### src/rtl/rn_pkg.sv
package rn_pkg;
    typedef enum logic [1:0] {
        RN_IDLE  = 2'd0,
        RN_LOCAL = 2'd1,
        RN_NEXT  = 2'd2
    } rn_state_e;
endpackage

### src/rtl/rn_decode.sv
module rn_decode #(
    parameter int         ADR_W  = 32,
    parameter int         ID_W   = 4,
    parameter int         ID_LSB = 12,
    parameter logic [1:0] PREFIX = 2'b10
) (
    input  logic [ADR_W-1:0] adr,
    input  logic [ID_W-1:0]  node_id,
    output logic             hit
);
    localparam int PFX_LSB = ADR_W - 2;

    logic pfx_ok;
    logic id_ok;

    always_comb begin
        pfx_ok = (adr[PFX_LSB +: 2] == PREFIX);
        id_ok  = (adr[ID_LSB +: ID_W] == node_id);
        hit    = pfx_ok && id_ok;
    end
endmodule

### src/rtl/rn_route_fsm.sv
module rn_route_fsm
    import rn_pkg::*;
(
    input  logic clk,
    input  logic rst,
    input  logic cyc,
    input  logic stb,
    input  logic hit,
    input  logic done_local,
    input  logic done_next,
    output logic route_local
);
    rn_state_e state_q;
    rn_state_e state_d;

    always_ff @(posedge clk) begin
        if (rst) state_q <= RN_IDLE;
        else     state_q <= state_d;
    end

    always_comb begin
        state_d = state_q;
        unique case (state_q)
            RN_IDLE: begin
                if (cyc && stb) begin
                    if (hit) state_d = done_local ? RN_IDLE : RN_LOCAL;
                    else     state_d = done_next  ? RN_IDLE : RN_NEXT;
                end
            end
            RN_LOCAL: if (!cyc || done_local) state_d = RN_IDLE;
            RN_NEXT:  if (!cyc || done_next)  state_d = RN_IDLE;
            default:  state_d = RN_IDLE;
        endcase
    end

    always_comb begin
        unique case (state_q)
            RN_IDLE:  route_local = hit;
            RN_LOCAL: route_local = 1'b1;
            RN_NEXT:  route_local = 1'b0;
            default:  route_local = 1'b0;
        endcase
    end


    reset_idle_chk: assert property (@(posedge clk) rst |=> state_q == RN_IDLE);
endmodule

### src/rtl/rn_resp_mux.sv
module rn_resp_mux #(
    parameter int DAT_W = 32
) (
    input  logic             en,
    input  logic             route_local,
    input  logic [DAT_W-1:0] io_rdat,
    input  logic             io_ack,
    input  logic             io_err,
    input  logic [DAT_W-1:0] dn_rdat,
    input  logic             dn_ack,
    input  logic             dn_err,
    output logic [DAT_W-1:0] up_rdat,
    output logic             up_ack,
    output logic             up_err
);
    always_comb begin
        up_rdat = route_local ? io_rdat : dn_rdat;
        up_ack  = en && (route_local ? io_ack : dn_ack);
        up_err  = en && (route_local ? io_err : dn_err);
    end
endmodule

### src/rtl/chain_route_node.sv
module chain_route_node #(
    parameter int         ADR_W  = 32,
    parameter int         DAT_W  = 32,
    parameter int         SEL_W  = DAT_W / 8,
    parameter int         ID_W   = 4,
    parameter int         ID_LSB = 12,
    parameter logic [1:0] PREFIX = 2'b10
) (
    input  logic             clk,
    input  logic             rst,
    input  logic [ID_W-1:0]  node_id,
    input  logic [ADR_W-1:0] up_adr,
    input  logic [DAT_W-1:0] up_wdat,
    input  logic             up_we,
    input  logic [SEL_W-1:0] up_sel,
    input  logic             up_stb,
    input  logic             up_cyc,
    output logic [DAT_W-1:0] up_rdat,
    output logic             up_ack,
    output logic             up_err,
    output logic [ADR_W-1:0] io_adr,
    output logic [DAT_W-1:0] io_wdat,
    output logic             io_we,
    output logic [SEL_W-1:0] io_sel,
    output logic             io_stb,
    output logic             io_cyc,
    input  logic [DAT_W-1:0] io_rdat,
    input  logic             io_ack,
    input  logic             io_err,
    output logic [ADR_W-1:0] dn_adr,
    output logic [DAT_W-1:0] dn_wdat,
    output logic             dn_we,
    output logic [SEL_W-1:0] dn_sel,
    output logic             dn_stb,
    output logic             dn_cyc,
    input  logic [DAT_W-1:0] dn_rdat,
    input  logic             dn_ack,
    input  logic             dn_err
);
    logic hit;
    logic route_local;
    logic en;
    logic go_io;
    logic go_dn;

    assign en = !rst && up_cyc;

    rn_decode #(
        .ADR_W (ADR_W),
        .ID_W  (ID_W),
        .ID_LSB(ID_LSB),
        .PREFIX(PREFIX)
    ) u_decode (
        .adr    (up_adr),
        .node_id(node_id),
        .hit    (hit)
    );

    rn_route_fsm u_fsm (
        .clk        (clk),
        .rst        (rst),
        .cyc        (up_cyc),
        .stb        (up_stb),
        .hit        (hit),
        .done_local (io_ack || io_err),
        .done_next  (dn_ack || dn_err),
        .route_local(route_local)
    );

    rn_resp_mux #(.DAT_W(DAT_W)) u_resp (
        .en         (en),
        .route_local(route_local),
        .io_rdat    (io_rdat),
        .io_ack     (io_ack),
        .io_err     (io_err),
        .dn_rdat    (dn_rdat),
        .dn_ack     (dn_ack),
        .dn_err     (dn_err),
        .up_rdat    (up_rdat),
        .up_ack     (up_ack),
        .up_err     (up_err)
    );

    always_comb begin
        go_io   = en && route_local;
        go_dn   = en && !route_local;
        io_adr  = up_adr;
        io_wdat = up_wdat;
        io_we   = go_io && up_we;
        io_sel  = go_io ? up_sel : '0;
        io_stb  = go_io && up_stb;
        io_cyc  = go_io;
        dn_adr  = up_adr;
        dn_wdat = up_wdat;
        dn_we   = go_dn && up_we;
        dn_sel  = go_dn ? up_sel : '0;
        dn_stb  = go_dn && up_stb;
        dn_cyc  = go_dn;
    end


    one_path_chk: assert property (@(posedge clk) disable iff (rst)
        !(io_cyc && dn_cyc));


    hold_route_chk: assert property (@(posedge clk) disable iff (rst)
        (io_stb && !io_ack && !io_err) |=> (!dn_stb));


    ignore_other_chk: assert property (@(posedge clk) disable iff (rst)
        (io_cyc && !io_ack) |-> !up_ack);


    pass_fields_chk: assert property (@(posedge clk) disable iff (rst)
        dn_stb |-> (dn_adr == up_adr && dn_sel == up_sel && dn_we == up_we));
endmodule

### config.mk
export PLATFORM = sky130hd
export DESIGN_NAME = chain_route_node
export DESIGN_NICKNAME = d
export VERILOG_FILES = /design/src/rtl/rn_pkg.sv /design/src/rtl/rn_decode.sv /design/src/rtl/rn_route_fsm.sv /design/src/rtl/rn_resp_mux.sv /design/src/rtl/chain_route_node.sv
export SDC_FILE = /design/constraint.sdc
export NUM_CORES = 1
export LEC_CHECK = 0
export BUFFER_PORTS_ARGS = -buffer_cell sky130_fd_sc_hd__buf_2
export CAP_MARGIN = 20
export CORE_AREA = 2 2 124 126
export CTS_CLUSTER_SIZE = 24
export DETAILED_ROUTE_END_ITERATION = 12
export DIE_AREA = 0 0 126 128
export PLACE_DENSITY_LB_ADDON = 0.12
export SLEW_MARGIN = 20
export SYNTH_ARGS = -nofsm -noshare
export SYNTH_HDL_FRONTEND = slang
export SYNTH_SLANG_ARGS = --single-unit
### constraint.sdc
create_clock -name clk -period 2.5 [get_ports clk]
set_input_delay 0.5 -clock clk [delete_from_list [all_inputs] [get_ports clk]]
set_output_delay 0.5 -clock clk [all_outputs]
set_load 0.02 [all_outputs]
======== Yosys cells after proc, flatten, opt, wreduce, memory -nomap -nowiden ========
Cells that the tools add are included.
word-level totals
  register bits ........................... 2
  memories ................................ 0
  output and inout bits ................... 176
  bits in read-only memories .............. 0
  logic and storage cells ................. 41
  memory bits (writable) .................. 0
  bits in latches ......................... 0
  bits of input ports ..................... 145
operators by class
  shift-type cells ........................ 0
  bitwise logic cells ..................... 0
  multiplexer cells ....................... 13
  reduce and logical (&&, ||, !) cells .... 20
  $mul .................................... 0
  $lt $le $gt $ge ......................... 0
  equality and inequality tests ........... 7
  divide/modulo/power cells ............... 0
  add/sub/neg operators ................... 0
operator list
  cell                                                   count
  two-way mux 32 bit                                     1
  logical AND 1 bit                                      11
  two-way mux 2 bit                                      5
  two-way mux 4 bit                                      2
  inequality test 2 x 1 -> 1 bit, second input constant  3
  one-hot mux 2 bit (3 select lines)                     1
  equality test 2 bit, second input constant             2
  equality test 4 bit                                    1
  logical OR 1 bit                                       4
  logical NOT 1 bit                                      3
  two-way mux 1 bit                                      3
  AND reduction 3 bit                                    1
  equality test 2 x 1 -> 1 bit, second input constant    1
  logical NOT 2 bit                                      1
  one-hot mux 1 bit (2 select lines)                     1

======== Longest topological paths before layout ========
Gate-level depths: netlist of the first run.
  word-level depth ........................ 6
  gate-level depth with buffers ........... 6
  mapped depth without buffers ............ 4

======== Hierarchy ========
Synthesis of the first run repeated with hierarchy kept, for this count alone.
unflattened totals
  cell total of the unflattened synthesis .. 213
  area total of the unflattened synthesis .. 1975.6 µm²
modules (own cells, without submodules)
  module            cells each  area an instance (µm²)  times used
  chain_route_node  148         1189.9                  1
  rn_resp_mux       40          576.8                   1
  rn_route_fsm      16          146.4                   1
  rn_decode         9           62.6                    1

======== Worst setup path after synthesis of the first run ========
OpenSTA, ideal clock, no wires.
  kind .................................... input -> output
  start ................................... input node_id[2]
  end ..................................... output dn_sel[0]
  data required time ...................... 2.000 ns
  stages on the path ...................... 4
  path buffers ............................ 0
  arrival time ............................ 1.947 ns
  slack ................................... 0.053 ns
  path through ............................ xor2_1 > nor4b_1 > a211oi_1 > and2_1
on the way
  longest elaborated chain between the ends .. 6
ends and longest elaborated chain
  element                             line                    text
  start, declared                     chain_route_node.sv:11  input logic [ID_W-1:0] node_id,
  equality test 4 bit                 rn_decode.sv:18         id_ok = (adr[ID_LSB +: ID_W] == node_id);
  logical AND 1 bit                   rn_decode.sv:19         hit = pfx_ok && id_ok;
  one-hot mux 1 bit (2 select lines)  rn_route_fsm.sv:37      unique case (state_q)
  logical NOT 1 bit                   chain_route_node.sv:86  go_dn = en && !route_local;
  logical AND 1 bit                   chain_route_node.sv:86
  net dn_cyc                          chain_route_node.sv:35  output logic dn_cyc,
  two-way mux 4 bit                   chain_route_node.sv:96  dn_sel = go_dn ? up_sel : '0;
  end, declared                       chain_route_node.sv:33  output logic [SEL_W-1:0] dn_sel,
The timed path passes the listed nets, and every way through them passes these cells.

======== Worst setup path in the final report of the first run ========
  start ................................... input node_id[2]
  end ..................................... output up_rdat[8]
on the way
  longest elaborated chain between the ends .. 4
ends and longest elaborated chain
  element                             line                    text
  equality test 4 bit                 rn_decode.sv:18
  logical AND 1 bit                   rn_decode.sv:19
  one-hot mux 1 bit (2 select lines)  rn_route_fsm.sv:37
  two-way mux 32 bit                  rn_resp_mux.sv:17       up_rdat = route_local ? io_rdat : dn_rdat;
  end, declared                       chain_route_node.sv:18  output logic [DAT_W-1:0] up_rdat,
No other way between the ends.

==> results of run 1 <==
cell usage in the layout, fill, tap and decap left out:
master and n:
buf_6 2, xor2_2 1, nor2_1 34, clkbuf_16 6, o211ai_1 1, o311ai_1 32, nor3b_4 1, or3b_4 1
a211oi_2 1, a222oi_1 32, a31oi_1 3, buf_4 16, and2_1 7, xor2_1 3, nor4b_1 2, a22o_1 2
o21ai_0 1, nor2b_4 1, a21oi_1 1, nor4_1 1, a21o_1 1, buf_12 3, nand3b_1 1, o221ai_1 1
inv_1 34, nor3_4 1, nand2_1 1, nand4_1 34, dfxtp_2 2, and3_1 6, buf_2 144, nand2b_1 1
cells in the mapped netlist:
library cell	count
buf_4	128
inv_1	34
nand4_1	34
nor2_1	34
a222oi_1	32
o311ai_1	28
clkbuf_1	27
and2_1	7
and3_1	6
buf_6	4
o311ai_0	4
xor2_1	4
a31oi_1	3
a22o_1	2
dfxtp_1	2
nor4b_1	2
a211oi_1	1
a21o_1	1
a21oi_1	1
buf_2	1
clkbuf_2	1
nand2_1	1
nand2b_1	1
nand3b_1	1
nor2b_1	1
nor3_4	1
nor3b_2	1
nor4_1	1
o211ai_1	1
o21ai_0	1
o221ai_1	1
or3b_1	1
final cells by class:
class | instances | area [sq um]
sequential | 2 | 42.54
inverter | 34 | 127.6
tap | 188 | 235.2
timing repair buffer | 168 | 998.5
clock buffer | 3 | 75.07
multi-input combinational | 170 | 1249
fill | 1744 | 12140
power groups by stage:
stage	registers, mW	logic [mW]	clock network [mW]
2_1_floorplan	0.0330	0.534	0
3_3_place_gp	0.0335	0.447	0
3_5_place_dp	0.0335	0.449	0
4_1_cts	0.0331	0.453	0.245
5_1_grt	0.0332	0.516	0.248
6_report	0.0331	0.476	0.239
repair_timing:
action                                  CTS  global route
gates cloned                              0             3
endpoints found under the setup margin   37            39
pin swaps                                 3            15
setup buffers                             0             2
gates resized for setup                   6             4
final timing paths:
| kind | cells after the start | endpoint | slack, ps |
|---|---|---|---|
| worst max-delay path | 7 | up_rdat[8] | -70 |
| worst min-delay path | 2 | u_fsm.state_q[0]$_SDFFE_PP0P_ | 500 |
| worst max register to register | 4 | u_fsm.state_q[0]$_SDFFE_PP0P_ | 800 |
| worst min register to register | 3 | u_fsm.state_q[1]$_SDFFE_PP0P_ | 740 |
cell families after synthesis:
kind of cell	after synthesis	synth area share, %
flip-flops	2	1.598
AO/OA/AOI/OAI	75	27.07
XOR/XNOR	4	1.398
AND/OR/NAND/NOR	91	20.23
buffers and inverters	195	49.70
layer usage:
| metal | global-route usage (%) | part of all wire, % | up-vias |
|---|---|---|---|
| met2 | 16.60 | 49 | 144 |
| li1 | - | - | 1265 |
| met4 | 3.814 | 1.6 | 0 |
| met5 | 0 | 0 | - |
| met1 | 12.28 | 42 | 1283 |
| met3 | 1.836 | 7.6 | 30 |
worst max-delay path, stage by stage:
cell,delay (ps)
buf_6,100
xor2_2,170
or3b_4,440
clkbuf_16,200
a222oi_1,310
o311ai_1,160
buf_2,190
==> results.md, run 1 <==
- Share of total power in combinational logic: 63.6%
- WS Path Type: primary input to output pin
- Post-layout nets: 524
- P_leak: 1.273 nW
- Slew at the pin with the worst max-slew slack: 424.6 ps
- CORE AREA: approximately 15,000 sq um
- Sequential fraction of design power: between 4 and 5%
- Rel. slew slack: slightly above 70%
- YS warnings: 0
- Tmin final: around 2600 ps
- Input/output buffers: approximately 150
- Cells after DPL: between 500 and 600
- Final wirelength: about 9.6 mm
- Antenna violations before repair: 0
- Largest net degree at the start of global routing: 45
- Worst hold path type: primary input to flip-flop
- Final cell count without fillers: between 500 and 600
- Max Cap Viol: 0
- CTS Hold Bufs: 0
- HPWL Detailed: between 6 and 7 mm
- First-pass GRT wire length: 13.13 mm
- Area of placed instances: about 2500 sq um
- Post-layout util: a little under a fifth
- Final WS setup: -73.27 ps
- Ratio of cells with drive above 1 in the final layout: a little under half
- Worst Skew: between 1.5 and 2 ps
- Avg Cell Area, Syn: a little under 7 sq um
- Critical path fanouts, max: 8
- TNS Setup: -944.5 ps
- RSZ-0062 raised after global routing: true
- Number of flip-flops under the largest register name: 2
- Skew-Pair Late Insertion Delay: ~220 ps
- Htree depth: 1
- Antenna viol nets, final: 0
- Switching Fraction: ~42%
- Critical path data arrival time: between 2000 and 2500 ps
- DR iter-0 viols: roughly 240
- Clock power share: ~32%
- Failing checks: negative setup slack
- Worst Setup SP: node_id[2]
- Pwr/cell area: between 200 and 300 nW/um^2
- Initial Util: around 17%
- Post-synth top area share: 38.36%
- Reg2reg start: u_fsm.state_q[0]$_SDFFE_PP0P_
- Final setup violating endpoints: 26
- Pint: 0.4337 mW
- Io pins: about 320
- # diodes: 0
- Main area contributors after synthesis: buf_4 (38%), a222oi_1 (13%), o311ai_1 (9.8%)
- CTS tree: built
- Via density: 4.818
- Status: finished, violations left
- Worst hold slack: 495.4 ps
- Biggest register: u_fsm.state_q
- Slew Limit Fails: 0
- Die ar.: between 15,000 and 20,000 sq um
- Crit share post-route: 102.9%
- CP required: about 2000 ps
- Drt first pass iters: 6
- Average wire per standard cell: between 15 and 20 um
- Cell taking the most area after synthesis: buf_4
- Crit end category: output pin
- CTS clk-pin slew, worst paths: roughly 30 ps
- Die height: about 130 um
- Root Buffer: clkbuf_16
- Seq/Total Area, Yosys: under 10%
- Routability Congestion: 0.6961
- Mapped Cells: between 300 and 400
- Syn-to-layout area delta: 8.891%
- Max VDD drop: around 0.14 mV
- Seq cells post-synth: 2
- Critical Path Start Type: primary input
- Biggest regs: u_fsm.state_q (2)
- Hold Vio Cnt, Final: 0
- Tot GR Track Use: around a tenth
- DR vias: approximately 2.7k
- DRC viols: 0
- Fmax: a little under 400 MHz
- Total power: around 0.75 mW
- CTS Buffer Depth: 2
- Net count after synthesis: just over 500
- Hold Crit Start: io_ack
- Sw Pwr: around 0.31 mW
- Vias in the first global route: between 2k and 2.5k
- Synth cell types: 32
- Grt total ovfl: 0
- Num CTS Buffers: 3
- Design Area, Final: ~2700 sq um
- # rows: 45
- Die width: roughly 130 um
- Place WS: -70.49 ps
- Synthesized cell area: approximately 2500 sq um
- Clock tree sinks: 2
Note: power is estimated with default switching activity, not from simulation.
==> run 2: changes to the inputs <==
Settings changed: SKIP_LAST_GASP from default to 1.
==> run 2 against run 1 <==
Compared with the run above:
- the flow still finishes with violations (negative setup slack)
- wire length grew 1.7%
- clock power is essentially flat
- sequential power is essentially flat
- critical path depth is the same
- first-iteration DRC count shrank 15%
- non-clock buffer count grew 1
- power grew 0.80%
- critical endpoint is now up_rdat[30]
- largest power group unchanged
==> results.md, run 2 (synthesis gave the netlist of run 1 again) <==
- Status: finished, violations left
- Failing checks: negative setup slack
- Routability Congestion: 0.6961 (unchanged)
- Worst Reg2Reg Path Length in Cells: 4 (unchanged)
- Slew Limit Fails: 0 (unchanged)
- Initial Util: 16.85% (unchanged)
- Grt total ovfl: 0 (unchanged)
- Max incr delay on CP: 460 ps (+20 ps)
- Skew-Pair Late Insertion Delay: 220 ps (about the same)
- Family with the most delay on the worst path: buffers and inverters
- First-pass GRT wire length: 13.13 mm (unchanged)
- Htree depth: 1 (unchanged)
- Critical path's slowest cell: or3b_4
- Worst hold path cell count: 2 (unchanged)
- Post-layout util: 18.52% (+0.17 points)
- Tot GR Track Use: 9.787% (unchanged)
- HPWL Detailed: 6.357 mm (unchanged)
- Antenna violations before repair: 0 (unchanged)
- Commonest non-fill, non-tap cell in the layout: buf_2
- P_leak: 1.287 nW (+1.1%)
- Most frequent cells in the layout: buf_2 (144), inv_1 (34), nand4_1 (34), nor2_1 (34)
- Average wire per standard cell: 17.31 um (+1.6%)
- Biggest register: u_fsm.state_q
- Drt first pass iters: 6 (unchanged)
- Tmin final: 2597 ps (+24.00 ps)
- Crit share post-route: 103.9% (+0.96 points)
- Final wirelength: 9.799 mm (+1.7%)
- TNS Setup: -1762 ps (-817.3 ps)
- Worst Path Buf+Inv: 3 (unchanged)
- Vias in the first global route: 2,491 (unchanged)
- Syn-to-layout area delta: 9.890%
- Die ar.: 16,130 sq um (unchanged)
- Total power: 0.7544 mW (+0.80%)
- Critical Path Start Type: primary input
- Pwr/cell area: 274.1 nW/um^2 (-0.12%)
- Final WS setup: -97.26 ps (-24.00 ps)
- Die height: 128 um (unchanged)
- Die width: 126 um (unchanged)
- Worst hold path type: primary input to flip-flop
- Post-layout nets: 525 (+0.19%)
- CORE AREA: 14,860 sq um (unchanged)
- CTS clk-pin slew, worst paths: 30 ps (about the same)
- WS Path Type: primary input to output pin
- Worst reg2reg setup slack: 800 ps (about the same)
- Max VDD drop: 0.1433 mV (+0.14%)
- # diodes: 0 (unchanged)
- Largest net degree at the start of global routing: 45 (unchanged)
- Antenna viol nets, final: 0 (unchanged)
- Max Cap Viol: 0 (unchanged)
- Final setup violating endpoints: 32 (+23%)
- Worst-path cell chain: buf_6, xor2_2, or3b_4, clkbuf_16, a222oi_1, o311ai_1, buf_2
- Ratio of cells with drive above 1 in the final layout: 47.62% (+0.14 points)
- CTS tree: built
- Num CTS Buffers: 3 (unchanged)
- CTS Buffer Depth: 2 (unchanged)
- DR vias: 2,728 (+0.22%)
- RSZ-0062 raised after global routing: true
- DR iter-0 viols: 206 (-15%)
- Fmax: 385.0 MHz (-0.92%)
- Slew at the pin with the worst max-slew slack: 427.5 ps (+2.914 ps)
- Input/output buffers: 146 (unchanged)
- # rows: 45 (unchanged)
- Clock tree sinks: 2 (unchanged)
- Root Buffer: clkbuf_16
- Biggest regs: u_fsm.state_q (2)
- Rel. slew slack: 71.50% (-0.19 points)
- Critical path data arrival time: 2100 ps (+30 ps)
- Hold Vio Cnt, Final: 0 (unchanged)
- CP Depth: 7 (unchanged)
- CP required: 2000 ps (about the same)
- Place WS: -70.49 ps (unchanged)
- Number of flip-flops under the largest register name: 2 (unchanged)
- Critical path fanouts, max: 17 (+9)
- Worst Skew: 1.229 ps (-0.6672 ps)
- Io pins: 321 (unchanged)
- Crit end category: output pin
- Via density: 4.820 (about the same)
- DRC viols: 0 (unchanged)
## run 2: worst paths after layout
kind	start	endpoint
worst max-delay path	node_id[2]	up_rdat[30]
worst min-delay path	io_ack	u_fsm.state_q[0]$_SDFFE_PP0P_
worst max register to register	u_fsm.state_q[0]$_SDFFE_PP0P_	u_fsm.state_q[0]$_SDFFE_PP0P_
worst min register to register	u_fsm.state_q[1]$_SDFFE_PP0P_	u_fsm.state_q[1]$_SDFFE_PP0P_
## run 2: per-stage QoR
| stage | instances | cell area (sq um) | hold WS [ps] |
|---|---|---|---|
| 2_1_floorplan | 367 | 2505 | 533.1 |
| 3_3_place_gp | 557 | 2535 | 714.4 |
| 3_5_place_dp | 557 | 2535 | 709.5 |
| 4_1_cts | 560 | 2615 | 488.9 |
| 5_1_grt | 566 | 2753 | 501.8 |
| 6_report | 566 | 2753 | 493.6 |
## run 2: layout make-up
cell class,instances,area [sq um]
fillers,1742,12110
clock buffers,3,75.07
inverters,34,127.6
multi-input cells,170,1249
repair buffers,169,1023
flip-flops and latches,2,42.54
well taps,188,235.2
## run 2: per-layer routing
metal,vias up,wire (um),track usage (%)
li1,1263,-,-
met1,1281,4166,12.28
met2,151,4737,16.60
met3,33,704,1.836
met4,0,190,3.814
met5,-,0,0
## run 2: power by group
group	switching, mW	internal (mW)	total (mW)
clock	0.0362	0.203	0.240
sequential	0.000574	0.0325	0.0331
combinational	0.280	0.201	0.482
total	0.317	0.437	0.754
## run 2: timing repair
item / in CTS / in global routing
setup buffers: 0 / 2
pin swaps: 3 / 12
gates cloned: 0 / 4
gates resized for setup: 4 / 6
hold buffers: 0 / 0
endpoints found under the setup margin: 37 / 39
